==> config.mk <==
export PLATFORM = sky130hd
export DESIGN_NAME = halt_power_ctrl
export DESIGN_NICKNAME = d
export VERILOG_FILES = /design/src/rtl/halt_pkg.sv /design/src/rtl/halt_wake_sense.sv /design/src/rtl/halt_settle_cnt.sv /design/src/rtl/halt_mode_fsm.sv /design/src/rtl/halt_clk_decode.sv /design/src/rtl/halt_power_ctrl.sv
export SDC_FILE = /design/constraint.sdc
export NUM_CORES = 1
export LEC_CHECK = 0
export BUFFER_PORTS_ARGS = -buffer_cell sky130_fd_sc_hd__buf_2
export CORE_MARGIN = 2
export CORE_UTILIZATION = 50
export CTS_BUF_LIST = sky130_fd_sc_hd__clkbuf_8
export DETAILED_ROUTE_END_ITERATION = 16
export GPL_TIMING_DRIVEN = 0
export PLACE_DENSITY_LB_ADDON = 0.3
export REMOVE_ABC_BUFFERS = 1
export SLEW_MARGIN = 20
export SYNTH_ARGS = -nofsm -noshare
export SYNTH_HDL_FRONTEND = slang
export SYNTH_HIERARCHICAL = 1
export SYNTH_SLANG_ARGS = --single-unit
==> constraint.sdc <==
create_clock -name clk_i -period 2.65 [get_ports clk_i]
set_input_delay 0.265 -clock clk_i [delete_from_list [all_inputs] [get_ports clk_i]]
set_output_delay 0.265 -clock clk_i [all_outputs]
set_load 0.03 [all_outputs]
==> src/rtl/halt_pkg.sv <==
package halt_pkg;

  typedef enum logic [1:0] {
    ST_RUN    = 2'd0,
    ST_AHALT  = 2'd1,
    ST_FHALT  = 2'd2,
    ST_SETTLE = 2'd3
  } pm_state_e;

  typedef enum logic [1:0] {
    CAUSE_NONE = 2'd0,
    CAUSE_IRQ  = 2'd1,
    CAUSE_RST  = 2'd2
  } wake_cause_e;

  typedef struct packed {
    logic osc;
    logic rtc;
    logic cpu;
    logic periph;
  } clk_en_t;

  localparam logic [1:0] IMASK_AHALT = 2'b10;

endpackage

==> src/rtl/halt_wake_sense.sv <==
module halt_wake_sense #(
  parameter int unsigned N_WAKE = 4,
  parameter logic [N_WAKE-1:0] AH_MASK = 4'b0011,
  parameter logic [N_WAKE-1:0] FH_MASK = 4'b0001
) (
  input  logic              rtc_irq_i,
  input  logic [N_WAKE-1:0] wake_irq_i,
  input  logic              ext_rst_i,
  output logic              ah_wake_o,
  output logic              fh_wake_o,
  output logic              rst_evt_o
);

  // timekeeping halt: counter interrupt plus the wider line subset
  assign ah_wake_o = rtc_irq_i | (|(wake_irq_i & AH_MASK));
  // full halt: counter is unclocked, so only the narrow line subset counts
  assign fh_wake_o = |(wake_irq_i & FH_MASK);
  assign rst_evt_o = ext_rst_i;

endmodule

==> src/rtl/halt_settle_cnt.sv <==
module halt_settle_cnt #(
  parameter int unsigned DELAY_CYCLES = 4096
) (
  input  logic clk_i,
  input  logic rst_ni,
  input  logic clr_i,
  input  logic run_i,
  output logic done_o
);

  localparam int unsigned CNT_W = (DELAY_CYCLES > 2) ? $clog2(DELAY_CYCLES) : 1;
  localparam logic [CNT_W-1:0] LAST = CNT_W'(DELAY_CYCLES - 1);

  logic [CNT_W-1:0] cnt_q;

  always_ff @(posedge clk_i or negedge rst_ni) begin
    if (!rst_ni) begin
      cnt_q <= '0;
    end else if (clr_i) begin
      cnt_q <= '0;
    end else if (run_i && !done_o) begin
      cnt_q <= cnt_q + 1'b1;
    end
  end

  assign done_o = (cnt_q == LAST);

endmodule

==> src/rtl/halt_mode_fsm.sv <==
module halt_mode_fsm
  import halt_pkg::*;
(
  input  logic        clk_i,
  input  logic        rst_ni,
  input  logic        halt_req_i,
  input  logic        osc_irq_en_i,
  input  logic        ah_wake_i,
  input  logic        fh_wake_i,
  input  logic        rst_evt_i,
  input  logic        settle_done_i,
  output pm_state_e   state_o,
  output logic        cnt_clr_o,
  output logic        wake_vld_o,
  output wake_cause_e wake_cause_o,
  output logic        imask_ld_o
);

  pm_state_e   st_q, st_d;
  wake_cause_e pend_q, pend_d;
  wake_cause_e cause_q, cause_d;
  logic        vld_q, vld_d;
  logic        ld_q, ld_d;

  always_comb begin
    st_d      = st_q;
    pend_d    = pend_q;
    cause_d   = cause_q;
    vld_d     = 1'b0;
    ld_d      = 1'b0;
    cnt_clr_o = 1'b0;
    if (rst_evt_i) begin
      // reset request outranks every interrupt, in every state
      st_d      = ST_SETTLE;
      pend_d    = CAUSE_RST;
      cnt_clr_o = 1'b1;
    end else begin
      unique case (st_q)
        ST_RUN: begin
          if (halt_req_i) begin
            cnt_clr_o = 1'b1;
            if (osc_irq_en_i) begin
              ld_d = 1'b1;
              if (ah_wake_i) begin
                vld_d   = 1'b1;
                cause_d = CAUSE_IRQ;
              end else begin
                st_d = ST_AHALT;
              end
            end else begin
              st_d = ST_FHALT;
            end
          end
        end
        ST_AHALT: begin
          if (ah_wake_i) begin
            st_d    = ST_RUN;
            vld_d   = 1'b1;
            cause_d = CAUSE_IRQ;
          end
        end
        ST_FHALT: begin
          if (fh_wake_i) begin
            st_d      = ST_SETTLE;
            pend_d    = CAUSE_IRQ;
            cnt_clr_o = 1'b1;
          end
        end
        ST_SETTLE: begin
          if (settle_done_i) begin
            st_d    = ST_RUN;
            vld_d   = 1'b1;
            cause_d = pend_q;
          end
        end
        default: st_d = ST_RUN;
      endcase
    end
  end

  always_ff @(posedge clk_i or negedge rst_ni) begin
    if (!rst_ni) begin
      st_q    <= ST_RUN;
      pend_q  <= CAUSE_NONE;
      cause_q <= CAUSE_NONE;
      vld_q   <= 1'b0;
      ld_q    <= 1'b0;
    end else begin
      st_q    <= st_d;
      pend_q  <= pend_d;
      cause_q <= cause_d;
      vld_q   <= vld_d;
      ld_q    <= ld_d;
    end
  end

  assign state_o      = st_q;
  assign wake_vld_o   = vld_q;
  assign wake_cause_o = cause_q;
  assign imask_ld_o   = ld_q;

endmodule

==> src/rtl/halt_clk_decode.sv <==
module halt_clk_decode
  import halt_pkg::*;
(
  input  pm_state_e state_i,
  input  logic      wdg_active_i,
  output clk_en_t   en_o,
  output logic      wdg_hold_o
);

  always_comb begin
    unique case (state_i)
      ST_RUN:    en_o = '{osc: 1'b1, rtc: 1'b1, cpu: 1'b1, periph: 1'b1};
      ST_AHALT:  en_o = '{osc: 1'b1, rtc: 1'b1, cpu: 1'b0, periph: 1'b0};
      ST_FHALT:  en_o = '{osc: 1'b0, rtc: 1'b0, cpu: 1'b0, periph: 1'b0};
      ST_SETTLE: en_o = '{osc: 1'b1, rtc: 1'b0, cpu: 1'b0, periph: 1'b0};
      default:   en_o = '{osc: 1'b1, rtc: 1'b1, cpu: 1'b1, periph: 1'b1};
    endcase
  end

  assign wdg_hold_o = (state_i == ST_AHALT) && wdg_active_i;

endmodule

==> src/rtl/halt_power_ctrl.sv <==
module halt_power_ctrl
  import halt_pkg::*;
#(
  parameter int unsigned N_WAKE       = 4,
  parameter logic [N_WAKE-1:0] AH_WAKE_MASK = 4'b0011,
  parameter logic [N_WAKE-1:0] FH_WAKE_MASK = 4'b0001,
  parameter int unsigned DELAY_CYCLES = 4096
) (
  input  logic              clk_i,
  input  logic              rst_ni,
  input  logic              halt_req_i,
  input  logic              osc_irq_en_i,
  input  logic              rtc_irq_i,
  input  logic [N_WAKE-1:0] wake_irq_i,
  input  logic              ext_rst_i,
  input  logic              wdg_active_i,
  output logic              osc_en_o,
  output logic              rtc_en_o,
  output logic              cpu_en_o,
  output logic              periph_en_o,
  output logic [1:0]        imask_o,
  output logic              imask_ld_o,
  output logic              wake_vld_o,
  output logic [1:0]        wake_cause_o,
  output logic              wdg_hold_o
);

  logic        ah_wake, fh_wake, rst_evt;
  logic        cnt_clr, settle_done;
  pm_state_e   state;
  wake_cause_e cause;
  clk_en_t     en;

  halt_wake_sense #(
    .N_WAKE (N_WAKE),
    .AH_MASK(AH_WAKE_MASK),
    .FH_MASK(FH_WAKE_MASK)
  ) u_sense (
    .rtc_irq_i (rtc_irq_i),
    .wake_irq_i(wake_irq_i),
    .ext_rst_i (ext_rst_i),
    .ah_wake_o (ah_wake),
    .fh_wake_o (fh_wake),
    .rst_evt_o (rst_evt)
  );

  halt_mode_fsm u_fsm (
    .clk_i        (clk_i),
    .rst_ni       (rst_ni),
    .halt_req_i   (halt_req_i),
    .osc_irq_en_i (osc_irq_en_i),
    .ah_wake_i    (ah_wake),
    .fh_wake_i    (fh_wake),
    .rst_evt_i    (rst_evt),
    .settle_done_i(settle_done),
    .state_o      (state),
    .cnt_clr_o    (cnt_clr),
    .wake_vld_o   (wake_vld_o),
    .wake_cause_o (cause),
    .imask_ld_o   (imask_ld_o)
  );

  halt_settle_cnt #(
    .DELAY_CYCLES(DELAY_CYCLES)
  ) u_cnt (
    .clk_i (clk_i),
    .rst_ni(rst_ni),
    .clr_i (cnt_clr),
    .run_i (state == ST_SETTLE),
    .done_o(settle_done)
  );

  halt_clk_decode u_dec (
    .state_i     (state),
    .wdg_active_i(wdg_active_i),
    .en_o        (en),
    .wdg_hold_o  (wdg_hold_o)
  );

  assign osc_en_o     = en.osc;
  assign rtc_en_o     = en.rtc;
  assign cpu_en_o     = en.cpu;
  assign periph_en_o  = en.periph;
  assign imask_o      = IMASK_AHALT;
  assign wake_cause_o = cause;

endmodule

* Yosys cells after proc, flatten, opt, wreduce, memory -nomap -nowiden
Index checks and enable logic that the tools add are counted.
W data, S select, Z words.
** Word-level totals
- Input port bits :: 11
- Memory bits (writable) :: 0
- Latch bits :: 0
- ROM bits :: 0
- Logic and storage cells :: 66
- Memories kept :: 0
- Output and inout bits :: 11
- Bits in registers :: 20
** Cells by class
- Eq/ne operators :: 12
- Multiplexer cells :: 33
- Order comparisons :: 0
- Multiply operators :: 0
- Bitwise logic cells :: 2
- Shift operators :: 0
- Add/subtract/negate cells :: 1
- Reductions and logical operators :: 12
- Div/mod/pow operators :: 0
** Operator list (number)
- $mux W2 :: 14
- $mux W12 :: 2
- $pmux W4 S4 :: 1
- $add A12 B1 Y12 const B :: 1
- $eq A12 B12 Y1 const B :: 1
- $mux W1 :: 12
- $ne A3 B3 Y1 const B :: 4
- $reduce_and A5 Y1 :: 2
- $pmux W2 S4 :: 1
- $ne A2 B2 Y1 const B :: 3
- $pmux W2 S3 :: 1
- $reduce_bool A2 Y1 :: 3
- $eq A2 B2 Y1 const B :: 2
- $ne A4 B4 Y1 const B :: 1
- $pmux W1 S3 :: 1
- $reduce_bool A3 Y1 :: 1
- $eq A2 B1 Y1 const B :: 1
- $logic_and A1 B1 Y1 :: 2
- $logic_not A2 Y1 :: 1
- $pmux W1 S2 :: 1
- $reduce_and A2 Y1 :: 1
- $reduce_or A2 Y1 :: 1
- $logic_not A1 Y1 :: 1
- $not A1 Y1 :: 1
- $or A1 B1 Y1 :: 1

* Depth between registers and ports, before layout
Gate-level depths: netlist of run 1.
- Depth in word-level cells :: 7
- Mapped depth :: 7
- Depth with buffers taken out :: 6

* Modules after synthesis
The synthesis of run 1 kept the hierarchy.
** By module, submodules not included
- halt_settle_cnt :: area each 661.9 um^2, cells an instance 67, seq. area each 300.3 um^2, instances 1
- halt_mode_fsm :: area each 419.2 um^2, cells an instance 37, seq. area each 200.2 um^2, instances 1
- halt_clk_decode :: area each 30.0 um^2, cells an instance 5, seq. area each 0.0 um^2, instances 1
- halt_power_ctrl :: area each 28.8 um^2, cells an instance 5, seq. area each 0.0 um^2, instances 1
- halt_wake_sense :: area each 21.3 um^2, cells an instance 3, seq. area each 0.0 um^2, instances 1

* Worst setup path after synthesis of run 1
OpenSTA, ideal clock, no wires.
- Path kind :: register to register
- Start :: register u_cnt.cnt_q[7]
- End :: register u_fsm.cause_q[0], in the netlist u_fsm/wake_cause_o[0]
- Clock period less this slack :: 1.749 ns
- Required time :: 2.521 ns
- Path buffers :: 0
- Library setup time :: 0.129 ns
- Slack :: 0.901 ns
- Arrival :: 1.620 ns
- Stages on the path, launching flop included :: 6
- Cell sequence :: dfrtp_1 > nand4_1 > nor4_2 > nand4b_1 > o22ai_1 > a2bb2oi_1
** Between the ends
- Cells in the longest elaborated chain, start to end :: 3
** Ends and longest elaborated chain
- start, declared :: line halt_settle_cnt.sv:14 : logic [CNT_W-1:0] cnt_q;
- start signal, assigned :: line halt_settle_cnt.sv:22 : cnt_q <= cnt_q + 1'b1;
- $eq A12 B12 Y1 :: line halt_settle_cnt.sv:26 : assign done_o = (cnt_q == LAST);
- named net settle_done :: line halt_power_ctrl.sv:29 : logic cnt_clr, settle_done;
- $ne A2 B2 Y1 (no source line)
- $reduce_and A5 Y1 (no source line)
- end signal, assigned :: line halt_mode_fsm.sv:91 : cause_q <= cause_d;
- end, declared :: line halt_mode_fsm.sv:21 : wake_cause_e cause_q, cause_d;
The timed path passes the listed nets, and every way through them passes these cells.
A chain may end at the register's enable or synchronous reset.

* Worst setup path after layout of run 1
Same ends and word-level chain as after synthesis.

==> flow_summary_export.csv, run 1 <==
group,metric,value,unit
run_status,status,"finished clean",
timing,rsz0062_at_grt,"no",
place,dp_slack,418.4,ps
worst_setup_path,critPathKind,"reg -> reg",
logic_synthesis,yosys.cell_types.count,46,
detailed_routing,drtPass1Iterations,4,
place,place_area,1224,um2
worst_setup_path,arrival,2380,ps
detailed_routing,vias_per_cell,5.899,
place,gp_congestion,0.7642,
power_and_ir_drop,power.total,0.6882,mW
floorplanning,die_x,52.19,um
layout,final_cell_mix,"dfrtp_1, buf_2, inv_1",
floorplanning,rows,17,
timing,fin_worst_skew,2.680,ps
logic_synthesis,synthXorXnorAreaFrac,0.7543,%
layout,final_util,58.99,%
worst_setup_path,cp_slowest_cell,"nor4_2",
detailed_routing,ant_nets,0,
timing,fin_crit_sh,85.02,%
timing,fin_crit,2253,ps
timing,timing.hold.ws,233.8,ps
min_path,worstHoldPathCells,2,
timing,timing.fmax,443.8,MHz
logic_synthesis,syn_inst,117,
timing,relSlewSlack,41.87,%
worst_setup_path,r2r_cells,5,
clock_tree,cts_tree,"yes",
logic_synthesis,netlist_area,1161,um2
detailed_routing,vias,938,
worst_setup_path,end_kind,"flop",
logic_synthesis,synth_seq_area_share,43.10,%
power_and_ir_drop,p_switching,0.1524,mW
power_and_ir_drop,clock_power_share,44.0,%
clock_tree,clockBufferDepth,2,
clock_tree,numCtsBuffers,3,
global_routing,antenna_found_initial,0,
logic_synthesis,ys_async_sr_fraction,100.0,%
clock_tree,htreeDepth,1,
timing,hold_viol,0,
logic_synthesis,yosys.area_share.simple,21.23,%
floorplanning,coreArea,2212,um2
clock_tree,clk_pin_slew,70,ps
layout,fin_cells,159,
layout,drive_gt1_share,23.66,%
worst_setup_path,worstPathMaxFanout,8,
power_and_ir_drop,ir_worst_vdd,304.8,uV
logic_synthesis,synth.area.mux_share,4.526,%
timing,drv_slew,0,
min_path,worst_hold_path_type,"in -> reg",
power_and_ir_drop,power_frac_comb,9.1,%
layout,final_common_cell,"dfrtp_1",
power_and_ir_drop,p_leak,0.5923,nW
logic_synthesis,yosys.area.top_type,"dfrtp_1",
job,maxCapViolCount,0,
worst_setup_path,cp_data_required_time,2770,ps
timing,fin_setup_tns,0,ps
global_routing,overflow,0,
logic_synthesis,synth-compound-area-share,20.80,%
worst_setup_path,startpoint_type,"flop",
place,numPortBuffers,17,
worst_setup_path,rr_startpoint,"u_cnt/cnt_q[7]",
logic_synthesis,ys_warn_count,6,
layout,regArea,500.5,um2
floorplanning,fp.dieH,52.19,um
detailed_routing,drc_errors,0,
logic_synthesis,synth.ff_latch_count,20,
worst_setup_path,cpPeakStageDelay,720,ps
logic_synthesis,yosysTopAreaCellShare,43.10,%
logic_synthesis,synth.area.top_cells,"dfrtp_1, buf_4, mux2i_1",
floorplanning,die_area,2724,um2
floorplanning,start_util,52.49,%
timing,worst_pin_slew,866.1,ps
detailed_routing,drt_iter0_drc,16,
power_and_ir_drop,power.density,527.4,nW/um2
clock_tree,cts_sinks,20,
clock_tree,root_buffer,"clkbuf_8",
detailed_routing,wl,2.272,mm
layout,final_area,1305,um2
power_and_ir_drop,power.internal,0.5359,mW
worst_setup_path,worstSetupStartpoint,"u_cnt/cnt_q[7]",
layout,nFillCells,211,
floorplanning,num_io_pins,22,
logic_synthesis,yosys.area_share.adder,1.078,%
min_path,hp-start,"ext_rst_i",
place,dp_cells,154,
layout,insertedDiodeCount,0,
global_routing,grt_max_degree,21,
logic_synthesis,ys.flop_type,"dfrtp_1",
layout,fin_nets,144,
logic_synthesis,synth_top_family_by_area,"simple AND/OR/NAND/NOR gates",
power_and_ir_drop,p_seq_share,47.0,%
worst_setup_path,path_cells,"nand4_1 -> nor4_2 -> nand4b_1 -> o22ai_1 -> a2bb2oi_1",
logic_synthesis,syn_area_per_cell,9.924,um2
layout,area_growth_syn_to_layout,12.39,%
power_and_ir_drop,switching_share,22.14,%
global_routing,grt_pass1_vias,851,
layout,multi_input_area,569.3,um2
timing,layout_setup_ws,396.9,ps
logic_synthesis,synth_edf_count,0,
global_routing,grt_pass1_wl,3.829,mm
place,dp_hpwl,1.665,mm
timing,finalSetupViolCount,0,
global_routing,grt_usage,19.30,%
detailed_routing,wl_per_cell,14.29,um
clock_tree,clk_latency,260,ps
==> Yosys cell counts (2+ instances only) <==
master    number
dfrtp_1       20
inv_1          8
nand2_1        7
nor2_1         7
o21ai_0        6
a21oi_1        5
buf_4          5
nand3_1        4
nor3_1         4
mux2i_1        3
o21ai_1        3
o41ai_1        3
or3_1          3
conb_1         2
nand4_1        2
nor4_1         2
o21a_1         2
o22ai_1        2
o311ai_0       2
==> timing repair <==
item | 4_1_cts | 5_1_grt
hold endpoints to repair | 20 | 0
hold buffers | 1 | 0
setup buffers | 0 | 0
gates resized for setup | 0 | 0
==> power groups by stage <==
| stage | Sequential (mW) | Clock (mW) | Combinational, mW |
|---|---|---|---|
| 6_report | 0.323 | 0.303 | 0.0623 |
| 2_1_floorplan | 0.339 | 0 | 0.0245 |
| 3_5_place_dp | 0.329 | 0 | 0.0619 |
| 4_1_cts | 0.323 | 0.308 | 0.0633 |
| 3_3_place_gp | 0.329 | 0 | 0.0595 |
| 5_1_grt | 0.325 | 0.319 | 0.0699 |
==> cell families after synthesis <==
group | after synthesis
buffers and inverters | 17
AND/OR/NAND/NOR | 41
other | 2
AO/OA/AOI/OAI | 31
adder cells (fa/ha/maj) | 1
multiplexers | 4
flip-flops | 20
XOR/XNOR | 1
==> state kept, by name (all words and copies together) (netlist names) <==
register,flops
u_fsm/wake_vld_o,1
u_cnt/cnt_q,12
u_fsm/pend_q,2
u_fsm/wake_cause_o,2
u_fsm/state_o,2
u_fsm/imask_ld_o,1
==> final cells by class <==
| class | count | area share, % |
|---|---|---|
| clock buffer | 3 | 3.164 |
| clock inverter | 1 | 2.301 |
| inverter | 9 | 2.589 |
| multi-input combinational | 80 | 43.62 |
| sequential | 20 | 38.35 |
| tap | 28 | 2.685 |
| timing repair buffer | 18 | 7.287 |
==> metal layers <==
| metal | wire length, um | global-route usage [%] |
|---|---|---|
| met5 | 0 | 0 |
| met4 | 29 | 7.692 |
| met3 | 106 | 3.429 |
| met2 | 1145 | 33.33 |
| met1 | 991 | 23.84 |
==> final timing paths <==
| kind | slack (ps) | endpoint |
|---|---|---|
| max | 400 | u_fsm/wake_cause_o[0] |
| min | 230 | u_fsm/imask_ld_o |
| max reg2reg | 400 | u_fsm/wake_cause_o[0] |
| min reg2reg | 510 | u_fsm/pend_q[0] |
| max in group asynchronous | 1870 | u_fsm/state_o[1] |
| min in group asynchronous | 470 | u_cnt/cnt_q[6] |
==> worst max-delay path, delay by kind of cell (launching register included) <==
family	cells	cell delay, ps
compound gates	2	290
simple gates	3	1370
flops	1	440
Note: power is estimated with default switching activity, not from simulation.
==> run 2, diff against run 1 <==
Settings changed: GPL_TIMING_DRIVEN 0 to unset.
==> run 2 against run 1 <==
Effect of this change: critical path depth unchanged; final cell count up 0.63%; largest power group unchanged; first-iteration DRC count unchanged; power up 0.28%; non-clock buffer count up 1; flip-flop and latch count unchanged; routed wire length up 4.0%; hold slack better by 1.4 ps; via count up 3.5%; die area unchanged; clock skew down 1.8 ps; fmax up 4.1%.
==> flow_summary_export.csv, run 2 (synthesis results as in run 1) <==
group,metric,value,unit
worst_setup_path,cp_data_required_time,2760,ps
timing,hold_viol,0,
floorplanning,num_io_pins,22,
clock_tree,clk_latency,260,ps
timing,drv_slew,0,
run_status,status,"finished clean",
clock_tree,cts_resized,0,
floorplanning,coreArea,2212,um2
timing,finalSetupViolCount,0,
clock_tree,cts_sinks,20,
floorplanning,die_x,52.19,um
place,dp_cells,155,
place,gp_congestion,0.7199,
clock_tree,numCtsBuffers,3,
clock_tree,htreeDepth,1,
detailed_routing,wl,2.362,mm
worst_setup_path,path_delay_family,"compound AO/OA/AOI/OAI gates",
min_path,worst_hold_path_type,"in -> reg",
layout,regMostFlops,"u_cnt/cnt_q",
detailed_routing,vias_per_cell,6.069,
worst_setup_path,r2r_cells,5,
detailed_routing,ant_nets,0,
place,numPortBuffers,17,
layout,drive_gt1_share,24.24,%
timing,timing.hold.ws,235.2,ps
layout,final_common_cell,"dfrtp_1",
layout,final_cell_mix,"dfrtp_1, buf_2, inv_1",
worst_setup_path,cp_slowest_cell,"o21ai_1",
detailed_routing,drc_errors,0,
worst_setup_path,cpPeakStageDelay,720,ps
floorplanning,rows,17,
clock_tree,clockBufferDepth,2,
min_path,worstHoldPathCells,2,
power_and_ir_drop,ir_worst_vdd,276.4,uV
worst_setup_path,path_buf_inv,1,
timing,fin_crit_sh,81.64,%
global_routing,overflow,0,
power_and_ir_drop,power.total,0.6902,mW
timing,rsz0062_at_grt,"no",
global_routing,grt_pass1_vias,917,
power_and_ir_drop,p_leak,0.5978,nW
power_and_ir_drop,power.density,525.9,nW/um2
worst_setup_path,critPathKind,"reg -> reg",
floorplanning,die_area,2724,um2
layout,largest_reg_flops,12,
worst_setup_path,end_kind,"flop",
clock_tree,root_buffer,"clkbuf_8",
timing,fin_worst_skew,0.8683,ps
job,maxCapViolCount,0,
global_routing,grt_usage,20.46,%
timing,fin_setup_tns,0,ps
floorplanning,fp.dieH,52.19,um
layout,insertedDiodeCount,0,
global_routing,antenna_found_initial,0,
clock_tree,cts_tree,"yes",
detailed_routing,wl_per_cell,14.76,um
timing,relSlewSlack,39.81,%
global_routing,grt_max_degree,21,
clock_tree,clk_pin_slew,70,ps
place,dp_hpwl,1.652,mm
worst_setup_path,path_cells,"mux2i_1 -> o21ai_1 -> inv_1 -> o311ai_0 -> o41ai_1",
detailed_routing,drt_iter0_drc,16,
layout,fin_cells,160,
global_routing,grt_pass1_wl,4.008,mm
layout,fin_nets,145,
detailed_routing,drtPass1Iterations,4,
detailed_routing,vias,971,
timing,fin_crit,2163,ps
worst_setup_path,startpoint_type,"flop",
worst_setup_path,worstPathMaxFanout,15,
worst_setup_path,cp.depth,5,
worst_setup_path,arrival,2270,ps
timing,worst_pin_slew,896.9,ps
timing,timing.fmax,462.2,MHz
clock_tree,post_cts_buffers,0,
floorplanning,start_util,52.49,%
layout,area_growth_syn_to_layout,13.04,%
[run 2: cell count changes in the layout (fill, tap and decap cells not counted)]
cell   previous run  this run
buf_4             0         1
[run 2: worst reg2reg max path, stage by stage, from the launching register on]
cell and delay, ps:
dfrtp_1 690, mux2i_1 150, o21ai_1 720, inv_1 190
o311ai_0 140, o41ai_1 130
[run 2: worst paths after layout]
path	from	end	slack [ps]
setup / recovery	u_fsm/state_o[1]	u_cnt/cnt_q[9]	490
hold / removal	ext_rst_i	u_fsm/imask_ld_o	240
setup reg to reg	u_fsm/state_o[1]	u_cnt/cnt_q[9]	490
hold reg to reg	u_fsm/pend_q[0]	u_fsm/pend_q[0]	500
max in group asynchronous	rst_ni	u_fsm/wake_cause_o[1]	1880
min in group asynchronous	rst_ni	u_cnt/cnt_q[9]	470
[run 2: metal layers]
| layer | wire length [um] | vias up | track usage (%) |
|---|---|---|---|
| met5 | 0 | - | 0 |
| met4 | 65 | 0 | 14.53 |
| met3 | 97 | 8 | 4.286 |
| met2 | 1190 | 25 | 32.07 |
| met1 | 1010 | 482 | 24.91 |
| li1 | - | 456 | - |
[run 2: where the power goes]
group / total (mW) / internal (mW) / switching [mW] / leakage [nW]
sequential: 0.324 / 0.315 / 0.00908 / 0.256
combinational: 0.0619 / 0.0196 / 0.0423 / 0.306
clock: 0.305 / 0.202 / 0.103 / 0.0357
total: 0.690 / 0.536 / 0.154 / 0.598
[run 2: repair_timing]
item                                    in CTS  in global routing
hold endpoints to repair                    20                  0
endpoints found under the setup margin       0                  0
hold buffers                                 1                  0
[run 2: layout make-up]
cell class / instances / area [um2]
clock inverter: 1 / 30.03
multi-input combinational: 80 / 569.3
inverter: 9 / 33.78
tap: 28 / 35.03
sequential: 20 / 500.5
fill: 208 / 899.6
timing repair buffer: 19 / 102.6
clock buffer: 3 / 41.29
[run 2: per-stage QoR]
| step | setup WS [ps] | area (um2) | util (%) |
|---|---|---|---|
| after floorplan | 828.4 | 1104 | - |
| after global placement | 584.1 | 1231 | 55.66 |
| after detailed placement | 513.6 | 1231 | 55.66 |
| after CTS | 517.8 | 1313 | 59.33 |
| after global routing | 219.7 | 1313 | 59.33 |
| final | 486.6 | 1313 | 59.33 |
==> run 3, diff against run 2 <==
Clock period 2.65 ns to 2.2 ns, I/O delays scaled along.
==> run 3 against run 2 <==
Effect of this change: clock skew increased by 3.0 ps; first-iteration DRC count up 50%; non-clock buffer count rose by 4; register-to-register slack got worse by 50 ps; sequential share of layout area shrank 0.85 points; routed wire length shrank 4.7%; largest cell class unchanged; largest power group unchanged.
==> flow_summary_export.csv, run 3 (synthesis results as in run 1) <==
group,metric,value,unit
timing,rsz0062_at_grt,"no",
clock_tree,cts_tree,"yes",
layout,fin_nets,149,
worst_setup_path,path_cells,"ha_1 -> nand2_1 -> nor4_2 -> nand4b_1 -> o22ai_1 -> a2bb2oi_1",
worst_setup_path,startpoint_type,"flop",
power_and_ir_drop,ir_worst_vdd,484.4,uV
place,dp_slack,470.2,ps
global_routing,overflow,0,
worst_setup_path,critPathKind,"reg -> reg",
place,gp_congestion,0.8015,
floorplanning,die_area,2724,um2
worst_setup_path,worstPathMaxFanout,4,
layout,nFillCells,200,
timing,fin_crit_sh,80.03,%
clock_tree,clk_pin_slew,80,ps
detailed_routing,drtPass1Iterations,4,
global_routing,grt_usage,19.50,%
worst_setup_path,cp_data_required_time,2350,ps
worst_setup_path,cp_slowest_cell,"dfrtp_1",
layout,final_util,60.69,%
detailed_routing,ant_nets,0,
global_routing,grt_pass1_wl,3.960,mm
clock_tree,clk_latency,260,ps
worst_setup_path,arrival,1910,ps
min_path,min_to,"u_fsm/imask_ld_o",
timing,fin_worst_skew,3.881,ps
timing,drv_slew,0,
floorplanning,die_x,52.19,um
power_and_ir_drop,power.density,618.3,nW/um2
worst_setup_path,rr_startpoint,"u_cnt/cnt_q[0]",
worst_setup_path,r2r_slack,440,ps
min_path,worst_hold_path_type,"in -> reg",
layout,final_cell_mix,"dfrtp_1, buf_2, inv_1",
floorplanning,start_util,52.49,%
layout,drive_gt1_share,26.47,%
detailed_routing,drc_errors,0,
worst_setup_path,r2r_cells,6,
timing,timing.fmax,568.0,MHz
job,maxCapViolCount,0,
run_status,status,"finished clean",
layout,final_common_cell,"dfrtp_1",
timing,timing.hold.ws,183.0,ps
global_routing,grt_max_degree,21,
worst_setup_path,end_kind,"flop",
timing,finalSetupViolCount,0,
clock_tree,clockBufferDepth,2,
worst_setup_path,cpPeakStageDelay,400,ps
min_path,worstHoldPathCells,2,
clock_tree,htreeDepth,1,
detailed_routing,drt_iter0_drc,24,
layout,regMostFlops,"u_cnt/cnt_q",
worst_setup_path,r2r_end,"u_fsm/wake_cause_o[0]",
floorplanning,rows,17,
clock_tree,numCtsBuffers,3,
detailed_routing,vias,958,
layout,insertedDiodeCount,0,
detailed_routing,vias_per_cell,5.841,
clock_tree,cts_sinks,20,
place,numPortBuffers,17,
global_routing,grt_pass1_vias,927,
layout,fin_cells,164,
layout,area_growth_syn_to_layout,15.63,%
clock_tree,cts_resized,0,
min_path,hp-start,"ext_rst_i",
worst_setup_path,path_buf_inv,0,
place,dp_cells,159,
floorplanning,num_io_pins,22,
clock_tree,post_cts_buffers,0,
timing,layout_setup_ws,439.4,ps
place,dp_hpwl,1.662,mm
detailed_routing,wl,2.250,mm
power_and_ir_drop,p_leak,0.6150,nW
global_routing,antenna_found_initial,0,
timing,fin_crit,1761,ps
timing,hold_viol,0,
clock_tree,root_buffer,"clkbuf_8",
layout,largest_reg_flops,12,
floorplanning,fp.dieH,52.19,um
floorplanning,coreArea,2212,um2
timing,fin_setup_tns,0,ps
detailed_routing,wl_per_cell,13.72,um
worst_setup_path,path_delay_family,"simple AND/OR/NAND/NOR gates",
[run 3: changes by cell type in the layout (fill, tap and decap cells not counted)]
cell / delta
buf_4: +4
[run 3: cell type report]
type                    instances  area (um2)  area share, %
multi-input cells              80       569.3          42.40
inverters                       9       33.78          2.516
repair buffers                 23       132.6          9.879
clock inverters                 1       30.03          2.237
flip-flops and latches         20       500.5          37.28
well taps                      28       35.03          2.610
clock buffers                   3       41.29          3.075
[run 3: worst register-to-register path, cell delays in order (launching register included)]
cell and delay, ps:
dfrtp_1 400, ha_1 200, nand2_1 110, nor4_2 340, nand4b_1 300, o22ai_1 210, a2bb2oi_1 80
[run 3: power breakdown]
part	internal [mW]	switching (mW)
clock network	0.243	0.123
registers	0.379	0.0104
logic	0.0244	0.0502
total	0.646	0.184
[run 3: per-stage QoR]
step,total power [mW],cell area [um2]
finish,0.8302,1343
global route,0.8591,1343
CTS,0.8355,1343
detailed placement,0.4709,1261
global placement,0.4690,1261
floorplan,0.4382,1104
[run 3: timing repair]
action / 4_1_cts / 5_1_grt
hold buffers: 1 / 0
endpoints found under the setup margin: 0 / 0
hold endpoints to repair: 20 / 0
[run 3: worst max path at each step]
stage	start	end	slack [ps]	depth (start not counted)
after global placement	u_cnt/cnt_q[0]	u_fsm/wake_cause_o[0]	480	6
after detailed placement	u_cnt/cnt_q[0]	u_fsm/wake_cause_o[0]	470	6
final	u_cnt/cnt_q[0]	u_fsm/wake_cause_o[0]	440	6
after floorplan	u_fsm/state_o[1]	u_cnt/cnt_q[9]	380	5
after global routing	u_cnt/cnt_q[0]	u_fsm/wake_cause_o[1]	220	6
after CTS	u_cnt/cnt_q[0]	u_fsm/wake_cause_o[0]	440	6
[run 3: layer usage]
layer	global-route usage [%]	wire [um]	vias to the layer above
met1	23.29	1018	467
met3	5.143	102	2
met2	34.81	1120	21
li1	-	-	468
met5	0	0	-
met4	4.701	8	0
